## config.mk

```make
export PLATFORM = sky130hd
export DESIGN_NAME = sweep_boot_seq
export DESIGN_NICKNAME = d
export VERILOG_FILES = /design/src/rtl/sweep_boot_seq.sv
export SDC_FILE = /design/constraint.sdc
export NUM_CORES = 2
export LEC_CHECK = 0
export BUFFER_PORTS_ARGS = -buffer_cell sky130_fd_sc_hd__buf_4
export CORE_ASPECT_RATIO = 0.8
export CORE_MARGIN = 1.5
export CORE_UTILIZATION = 45
export DETAILED_ROUTE_END_ITERATION = 6
export PLACE_DENSITY = 0.69
export SYNTH_ARGS = -nofsm -noshare
export SYNTH_HDL_FRONTEND = slang
export SYNTH_SLANG_ARGS = --single-unit
```

## constraint.sdc

```tcl
create_clock -name clk -period 4.5 [get_ports clk]
set_input_delay 0 -clock clk [delete_from_list [all_inputs] [get_ports clk]]
set_output_delay 0 -clock clk [all_outputs]
set_load 0.03 [all_outputs]
```

## src/rtl/sweep_boot_seq.sv

```systemverilog
module sweep_boot_seq #(
  parameter int          DEPTH      = 256,
  parameter logic [7:0]  FILL       = 8'h24,
  parameter bit          SET_LEVEL  = 1'b1,
  parameter int          SETUP_CLKS = 2,
  parameter int          PULSE_CLKS = 3,
  parameter int          RECOV_CLKS = 2,
  localparam int         AW         = $clog2(DEPTH),
  localparam int         LW         = AW + 1
) (
  input  logic          clk,
  input  logic          rst_n,
  input  logic          wr_en,
  input  logic [AW-1:0] wr_addr,
  input  logic [7:0]    wr_data,
  input  logic [LW-1:0] len,
  input  logic          start,
  output logic          sel,
  output logic          resume_n,
  output logic          busy,
  output logic          done
);

  localparam int TMAX = (SETUP_CLKS > PULSE_CLKS) ?
                        ((SETUP_CLKS > RECOV_CLKS) ? SETUP_CLKS : RECOV_CLKS) :
                        ((PULSE_CLKS > RECOV_CLKS) ? PULSE_CLKS : RECOV_CLKS);
  localparam int TW   = $clog2(TMAX + 1);

  typedef enum logic [1:0] {IDLE, SETUP, PULSE, RECOV} st_t;

  logic [7:0]    img [DEPTH];
  st_t           st;
  logic [TW-1:0] tmr;
  logic [LW-1:0] idx, n_r;
  logic [7:0]    lvl, peak;
  logic          first;

  logic [7:0] ofs, peak_nx;
  logic       is_set, last, tmr_end;

  assign ofs      = img[idx[AW-1:0]] - FILL;
  assign peak_nx  = (ofs > peak) ? ofs : peak;
  assign is_set   = first || (ofs < lvl);
  assign last     = (idx == n_r - 1'b1);
  assign tmr_end  = (tmr == '0);
  assign busy     = (st != IDLE);
  assign resume_n = (st != PULSE);
  assign sel      = (busy && !is_set) ? ~SET_LEVEL : SET_LEVEL;

  always_ff @(posedge clk)
    if (wr_en) img[wr_addr] <= wr_data;

  always_ff @(posedge clk or negedge rst_n) begin
    if (!rst_n) begin
      st    <= IDLE;
      tmr   <= '0;
      idx   <= '0;
      n_r   <= LW'(1);
      lvl   <= '0;
      peak  <= '0;
      first <= 1'b0;
      done  <= 1'b0;
    end else begin
      case (st)
        IDLE: if (start) begin
          st    <= SETUP;
          tmr   <= TW'(SETUP_CLKS - 1);
          idx   <= '0;
          n_r   <= len;
          peak  <= '0;
          first <= 1'b1;
          done  <= 1'b0;
        end
        SETUP: if (tmr_end) begin
          st  <= PULSE;
          tmr <= TW'(PULSE_CLKS - 1);
        end else tmr <= tmr - 1'b1;
        PULSE: if (tmr_end) begin
          st  <= RECOV;
          tmr <= TW'(RECOV_CLKS - 1);
        end else tmr <= tmr - 1'b1;
        RECOV: if (!tmr_end) tmr <= tmr - 1'b1;
        else begin
          st  <= SETUP;
          tmr <= TW'(SETUP_CLKS - 1);
          if (first) peak <= peak_nx;
          if (!last) idx <= idx + 1'b1;
          else begin
            idx <= '0;
            if (first) begin
              first <= 1'b0;
              lvl   <= peak_nx;
              if (peak_nx == 8'd0) begin
                st   <= IDLE;
                done <= 1'b1;
              end
            end else if (lvl == 8'd1) begin
              st   <= IDLE;
              done <= 1'b1;
            end else lvl <= lvl - 1'b1;
          end
        end
        default: st <= IDLE;
      endcase
    end
  end

  a_r1_idle_no_pulse: assert property (@(posedge clk) disable iff (!rst_n)
    !busy |-> resume_n);

  a_r8_sel_steady_in_pulse: assert property (@(posedge clk) disable iff (!rst_n)
    !resume_n |-> $stable(sel));

  a_r10_start_ignored: assert property (@(posedge clk) disable iff (!rst_n)
    (busy && start) |=> (n_r == $past(n_r)));

  a_r11_done_when_idle: assert property (@(posedge clk) disable iff (!rst_n)
    done |-> !busy);

  a_r4_level_counts_down: assert property (@(posedge clk) disable iff (!rst_n)
    (busy && !first) |=> (!busy || lvl <= $past(lvl)));

  a_r3_index_in_range: assert property (@(posedge clk) disable iff (!rst_n)
    busy |-> (idx < n_r));

endmodule

```

# Word level (Yosys, flattened, before mapping)
# Memories as Yosys holds them, arrays and structs flattened.
# Cells that the tools add are included.
[classes]
addsub = 5
n_lt_le_gt_ge = 2
n_eq_ne = 15
mux = 37
n_reduce_logical = 16
[op_table]
columns = ["op", "n"]
rows = [
  ["$mux 8", 6],
  ["$mux 9", 3],
  ["$pmux 9 s2", 1],
  ["$mux 2", 8],
  ["$ne 2x2->1 const B", 8],
  ["$pmux 8 s2", 1],
  ["$reduce_and 4->1", 4],
  ["$mux 1", 14],
  ["$add 9x1->9 const B", 1],
  ["$eq 9x9->1", 1],
  ["$sub 9x1->9 const B", 1],
  ["$eq 8x1->1 const B", 1],
  ["$gt 8x8->1", 1],
  ["$logic_not 8->1", 1],
  ["$lt 8x8->1", 1],
  ["$pmux 2 s4", 1],
  ["$sub 8x1->8 const B", 1],
  ["$sub 8x6->8 const B", 1],
  ["$ne 3x3->1 const B", 2],
  ["$pmux 2 s3", 1],
  ["$reduce_and 6->1", 1],
  ["$eq 2x2->1 const B", 2],
  ["$logic_not 2->1", 2],
  ["$pmux 1 s2", 2],
  ["other kinds (9)", 10],
]
[word_totals]
reg_bits = 40
ram_bits = 2048
inputBits = 29
out_inout_bits = 4
wordCells = 84
memories = 1
[mem_list]
columns = ["memory", "depth", "word_bits", "read_ports", "rd_ports_with_merged_regs", "wr", "line", "rtl"]
rows = [
  ["img", 256, 8, 1, 0, 1, "31", "logic [7:0] img [DEPTH];"],
]

# Longest topological paths before layout
# An unclocked memory read counts as a cell.
[depth]
word_depth = 10
depth_mapped = 26
depth_no_buf = 19

# Worst setup path after synthesis
# Ideal clock, no wire load.
[synth_timing]
kind = "register -> register"
start = "register idx[1]"
end = "register st[0]"
setup_time_ps = 119
arrival_time_ps = 4705
t_required_ps = 4381
path_slack_ps = -323
path_stages_with_launch = 22
path_buffers = 5
period_less_slack_ps = 4823
path_cell_list = "dfrtp_1 > buf_2 > buf_4 > buf_2 > buf_2 > mux4_2 > a221oi_1 > a221oi_1 > nor4_1 > a2bb2oi_2 > ha_1 > a21oi_1 > xor2_1 > ha_1 > nand3_1 > o21bai_1 > a21oi_1 > clkbuf_1 > mux2i_1 > and4b_1 > nand4_2 > o21a_1"
[synth_between]
elab_chain_len = 10
elab_cells_between_ends = 11
classes_between = "add/sub: 1; order compare: 1; eq/ne: 1; mux: 6; reduce/logical: 1; memory: 1"
[synth_rtl]
columns = ["item", "line", "rtl"]
rows = [
  ["from (decl)", "34", "logic [LW-1:0] idx, n_r;"],
  ["from (signal assigned)", "87", "if (!last) idx <= idx + 1'b1;"],
  ["$mem_v2 256x8", "n/a", ""],
  ["$sub 8x6->8", "41", "assign ofs = img[idx[AW-1:0]] - FILL;"],
  ["$gt 8x8->1", "42", "assign peak_nx = (ofs > peak) ? ofs : peak;"],
  ["$mux 8", "42", ""],
  ["$logic_not 8->1", "93", "if (peak_nx == 8'd0) begin"],
  ["$mux 1", "93", ""],
  ["$mux 2", "90", "if (first) begin"],
  ["$mux 2 *", "87", ""],
  ["$mux 2 *", "82", "RECOV: if (!tmr_end) tmr <= tmr - 1'b1;"],
  ["$pmux 2 s4 *", "64", "case (st)"],
  ["to (signal assigned)", "66", "st <= SETUP;"],
  ["to (signal assigned)", "84", "st <= SETUP;"],
  ["to (signal assigned)", "94", "st <= IDLE;"],
  ["to (decl)", "32", "st_t st;"],
]
# Every way passes the cells marked *; elsewhere a longest branch is shown, timed or not. The select of a mux whose other input is x is not followed.
# A chain may end at the register's enable or synchronous reset.

# Worst setup path after layout
[layout_timing]
start = "register idx[0]"
end = "output sel"
[layout_between]
elab_chain_len = 7
[layout_rtl]
columns = ["item", "line", "rtl"]
rows = [
  ["$mem_v2 256x8", "n/a", ""],
  ["$sub 8x6->8", "41", ""],
  ["$lt 8x8->1", "43", "assign is_set = first || (ofs < lvl);"],
  ["$logic_or 1x1->1", "43", ""],
  ["$logic_not 1->1", "48", "assign sel = (busy && !is_set) ? ~SET_LEVEL : SET_LEVEL;"],
  ["$logic_and 1x1->1", "48", ""],
  ["$mux 1", "48", ""],
  ["to (decl)", "18", "output logic sel,"],
]
# No other way between the ends.

==> metrics.md <==
| Metric | Value |
|---|---|
| Crit Path Max Fanout | 6 |
| Violated checks | setup timing |
| Number of synthesized flops with an enable pin | between 2000 and 2500 |
| H-tree levels | 4 |
| Commonest cells post-synth | edfxtp_1, mux4_2, nor2_1, mux2i_1, nand2_1 |
| Initial antenna violation count | 1 |
| Max-Cap Viols | 0 |
| Ant diodes | 0 |
| Final worst-path cycle share | 118% |
| RePlAce Congestion | about 0.93 |
| Core Rows | 140 |
| P per Cell Area | 506 mW/mm^2 |
| Drt wl/cell | 32.5 um |
| Largest net degree at the start of global routing | 187 |
| Synth top area cells | edfxtp_1, mux4_2, mux2i_1 |
| Ys Warns | 0 |
| DRC | 0 |
| Post-synthesis cell area | 0.0828 mm^2 |
| Most common cell in the synthesized netlist | edfxtp_1 |
| Via/cell ratio | between 6 and 7 |
| Worst Setup Start Kind | flop |
| Hold Crit Class | in -> reg |
| Fin crit period | about 5300 ps |
| Mapped Avg Cell Area | 20.4 um^2 |
| Port-buffer cells | 32 |
| GR Util All Layers | 24.9% |
| Synth cell types | 87 |
| Filler Cell Count | 13800 |
| Critical path capture point type | output port |
| Initial Util | between 40% and 50% |
| Iteration-0 DRC count of the detailed router | 6949 |
| Main flop type after synthesis | edfxtp_1 |
| Cells after synthesis | 4056 |
| Die Wd | 482 um |
| Logic pwr share | 23.6% |
| Skew-Pair Late Insertion Delay | roughly 850 ps |
| DIE AREA | 0.187 mm^2 |
| Sw power | 13300 uW |
| Yosys reg bits | about 2100 |
| Reg clk slew, reported paths | approximately 70 ps |
| Clk_skew | about 59 ps |
| Core Area | 0.182 mm^2 |
| Max-slew headroom | roughly 16% |
| Seq pwr share | 44.3% |
| TNS Setup | -9910 ps |
| Cell taking the most area after synthesis | edfxtp_1 |
| Run status | complete, but fails checks |
| Sw Share | approximately 27% |
| First-pass GRT wire length | approximately 330 mm |
| CTS Buf Count | between 150 and 200 |
| TritonCTS clock tree | done |
| Critical path type | reg -> out |
| Leak Pwr | approximately 0.03 uW |
| Post-Route WL | 233 mm |
| Pint | 35600 uW |
| Area Growth Syn to Fin | 16.9% |
| Worst-Margin Slew | ~1300 ps |
| DP Area | 0.0890 mm^2 |
| Sink Count | 2088 |
| Async set-reset flop share out of synthesis | 1.92% |
| Clk buf depth | 3 |
| Post-synthesis sequential area ratio | 75.5% |
| Router iterations before antenna repair | 6 |
| Number of global-route vias before repair | 43600 |
| Worst Path Required | 4500 ps |
| Worst setup margin | -822 ps |
| I/O pin total | 33 |
| Design Area, Final | around 0.097 mm^2 |
| RSZ-0062 raised after global routing | true |
| Share of cells above drive strength 1 | 30.8% |
| Gr ovfl total | 0 |
| Mapped Nets | 4112 |
| Via count | 44800 |
| Final hold violation count | 0 |
| Clock power share | approximately a third |
| ANT nets after route | 0 |
| Yosys top cell area share | between 70% and 80% |
| Critical Path AT | 5320 ps |
| Final Max Tran Viols | 0 |
| Worst vdd ir | 0.382 mV |
| Peak Freq | roughly 190 MHz |
| Nets | 4654 |
| Detail Placement HPWL | 149 mm |
| Die span in y | between 300 and 400 um |
| # setup viols final | 19 |
| CTS root buffer | clkbuf_16 |
-- routing by layer --
layer | GRT usage (%) | vias to the layer above | part of all wire [%]
li1 | - | 17900 | -
met1 | 36.9 | 23600 | 40
met2 | 35.5 | 2939 | 44
met3 | 7.36 | 427 | 13
met4 | 7.72 | 0 | 3.1
met5 | 0 | - | 0
-- power groups by stage --
| stage | combinational, uW | sequential [uW] | clock, uW |
|---|---|---|---|
| 5_1_grt | 12100 | 21700 | 16600 |
| 2_1_floorplan | 6330 | 22000 | 0 |
| 4_1_cts | 11200 | 21700 | 15800 |
| 6_report | 11600 | 21700 | 15700 |
| 3_5_place_dp | 10300 | 22100 | 0 |
| 3_3_place_gp | 10200 | 22100 | 0 |
-- timing repair --
action | in CTS | in global routing
pin swaps | 16 | 29
resized for setup | 116 | 54
hold buffers | 37 | 0
setup buffers | 24 | 23
endpoints found under the hold margin | 972 | 0
cloned | 8 | 1
setup endpoints to repair | 19 | 19
-- cell usage in the layout, fill, tap and decap left out, types with 9 or more instances in the layout --
cell           netlist  layout
o21ai_0             52      36
buf_16               0      10
a211oi_1            11       9
o22ai_1             32      31
o21a_1               9       9
a31oi_1             15      13
nand4_1             18      18
mux2_2              35      35
o221ai_1            18      18
ha_1                27      22
buf_8                1       9
nor3_1              14      12
a21oi_1             62      49
mux4_2             500     500
dfrtp_1             39      32
buf_12               2      58
buf_6               26      18
dlygate4sd3_1        0      36
a22oi_1             40      34
edfxtp_1          2048    2048
clkbuf_8             0      13
a221oi_1            30      21
nand3_1             62      58
o21ai_1              4      16
nand2_1            115     111
clkinv_1             1      46
inv_1               37      35
buf_4               42     454
and3_1              12      10
a21oi_2              1      12
clkinv_2             0      34
bufinv_16            0       9
nor2b_1             23      20
nor2_1             320     318
mux2i_1            139     134
clkbuf_1            99      38
xnor2_1              9       9
clkbuf_16            0     193
-- stage by stage --
stage	worst slack (ps)	power [uW]	utilization [%]	hold WS [ps]	cells
final	-822	49000	53.0	120	7165
after floorplan	0.455	28300	-	-296	4056
after global routing	-935	50400	53.0	156	7165
after detailed placement	-1180	32400	48.8	60.7	6730
after CTS	-866	48700	52.8	81.1	7144
after global placement	-1170	32300	48.8	51.1	6730
-- sequential cells by signal (all words and copies together), names as in the netlist --
signal / cells
img: 2048
idx: 9
n_r: 9
lvl: 8
peak: 8
st: 2
tmr: 2
done: 1
first: 1
-- worst max-delay path, cell delays in order, from the launching register on --
cell and delay, ps:
dfrtp_4 500, buf_12 150, buf_16 150, buf_12 150
bufbuf_16 280, mux4_2 490, mux4_2 510, nand2_2 130
a31oi_4 140, o31ai_4 100, buf_4 230, o21ai_2 90
buf_4 170, ha_1 260, o21a_1 110, o21a_1 100
o21a_1 130, o2111ai_1 100, a2111o_1 490, buf_6 170
-- worst paths after layout --
path                            depth (start not counted)     from  slack (ps)       to
worst max-delay path                                   19   idx[0]        -820      sel
worst min-delay path                                    4    start         120   tmr[1]
worst max register to register                         20   idx[0]        -820     done
worst min register to register                          2  peak[5]         490  peak[5]
max in group asynchronous                               4    rst_n        3980  peak[3]
min in group asynchronous                               4    rst_n         260   lvl[2]
-- layout make-up --
cell class / count / area (um^2) / share of cell area (%)
inverter: 39 / 150 / 0.155
timing repair buffer: 597 / 5780 / 5.97
multi-input combinational: 1682 / 19300 / 19.9
clock inverter: 110 / 932 / 0.964
tap: 2414 / 3020 / 3.12
sequential: 2088 / 62500 / 64.6
clock buffer: 235 / 5020 / 5.19
-- logic make-up after synthesis --
group / Yosys count / share of synthesized area (%)
adders and majority gates: 27 / 0.408
xor gates and xnor gates: 15 / 0.159
and+or+nand+nor: 603 / 3.18
muxes: 675 / 15.8
DFF: 2088 / 75.5
AOI/OAI and AO/OA: 362 / 3.08
buffers and inverters: 286 / 1.87
No activity file was read; power rests on OpenSTA's default activity.
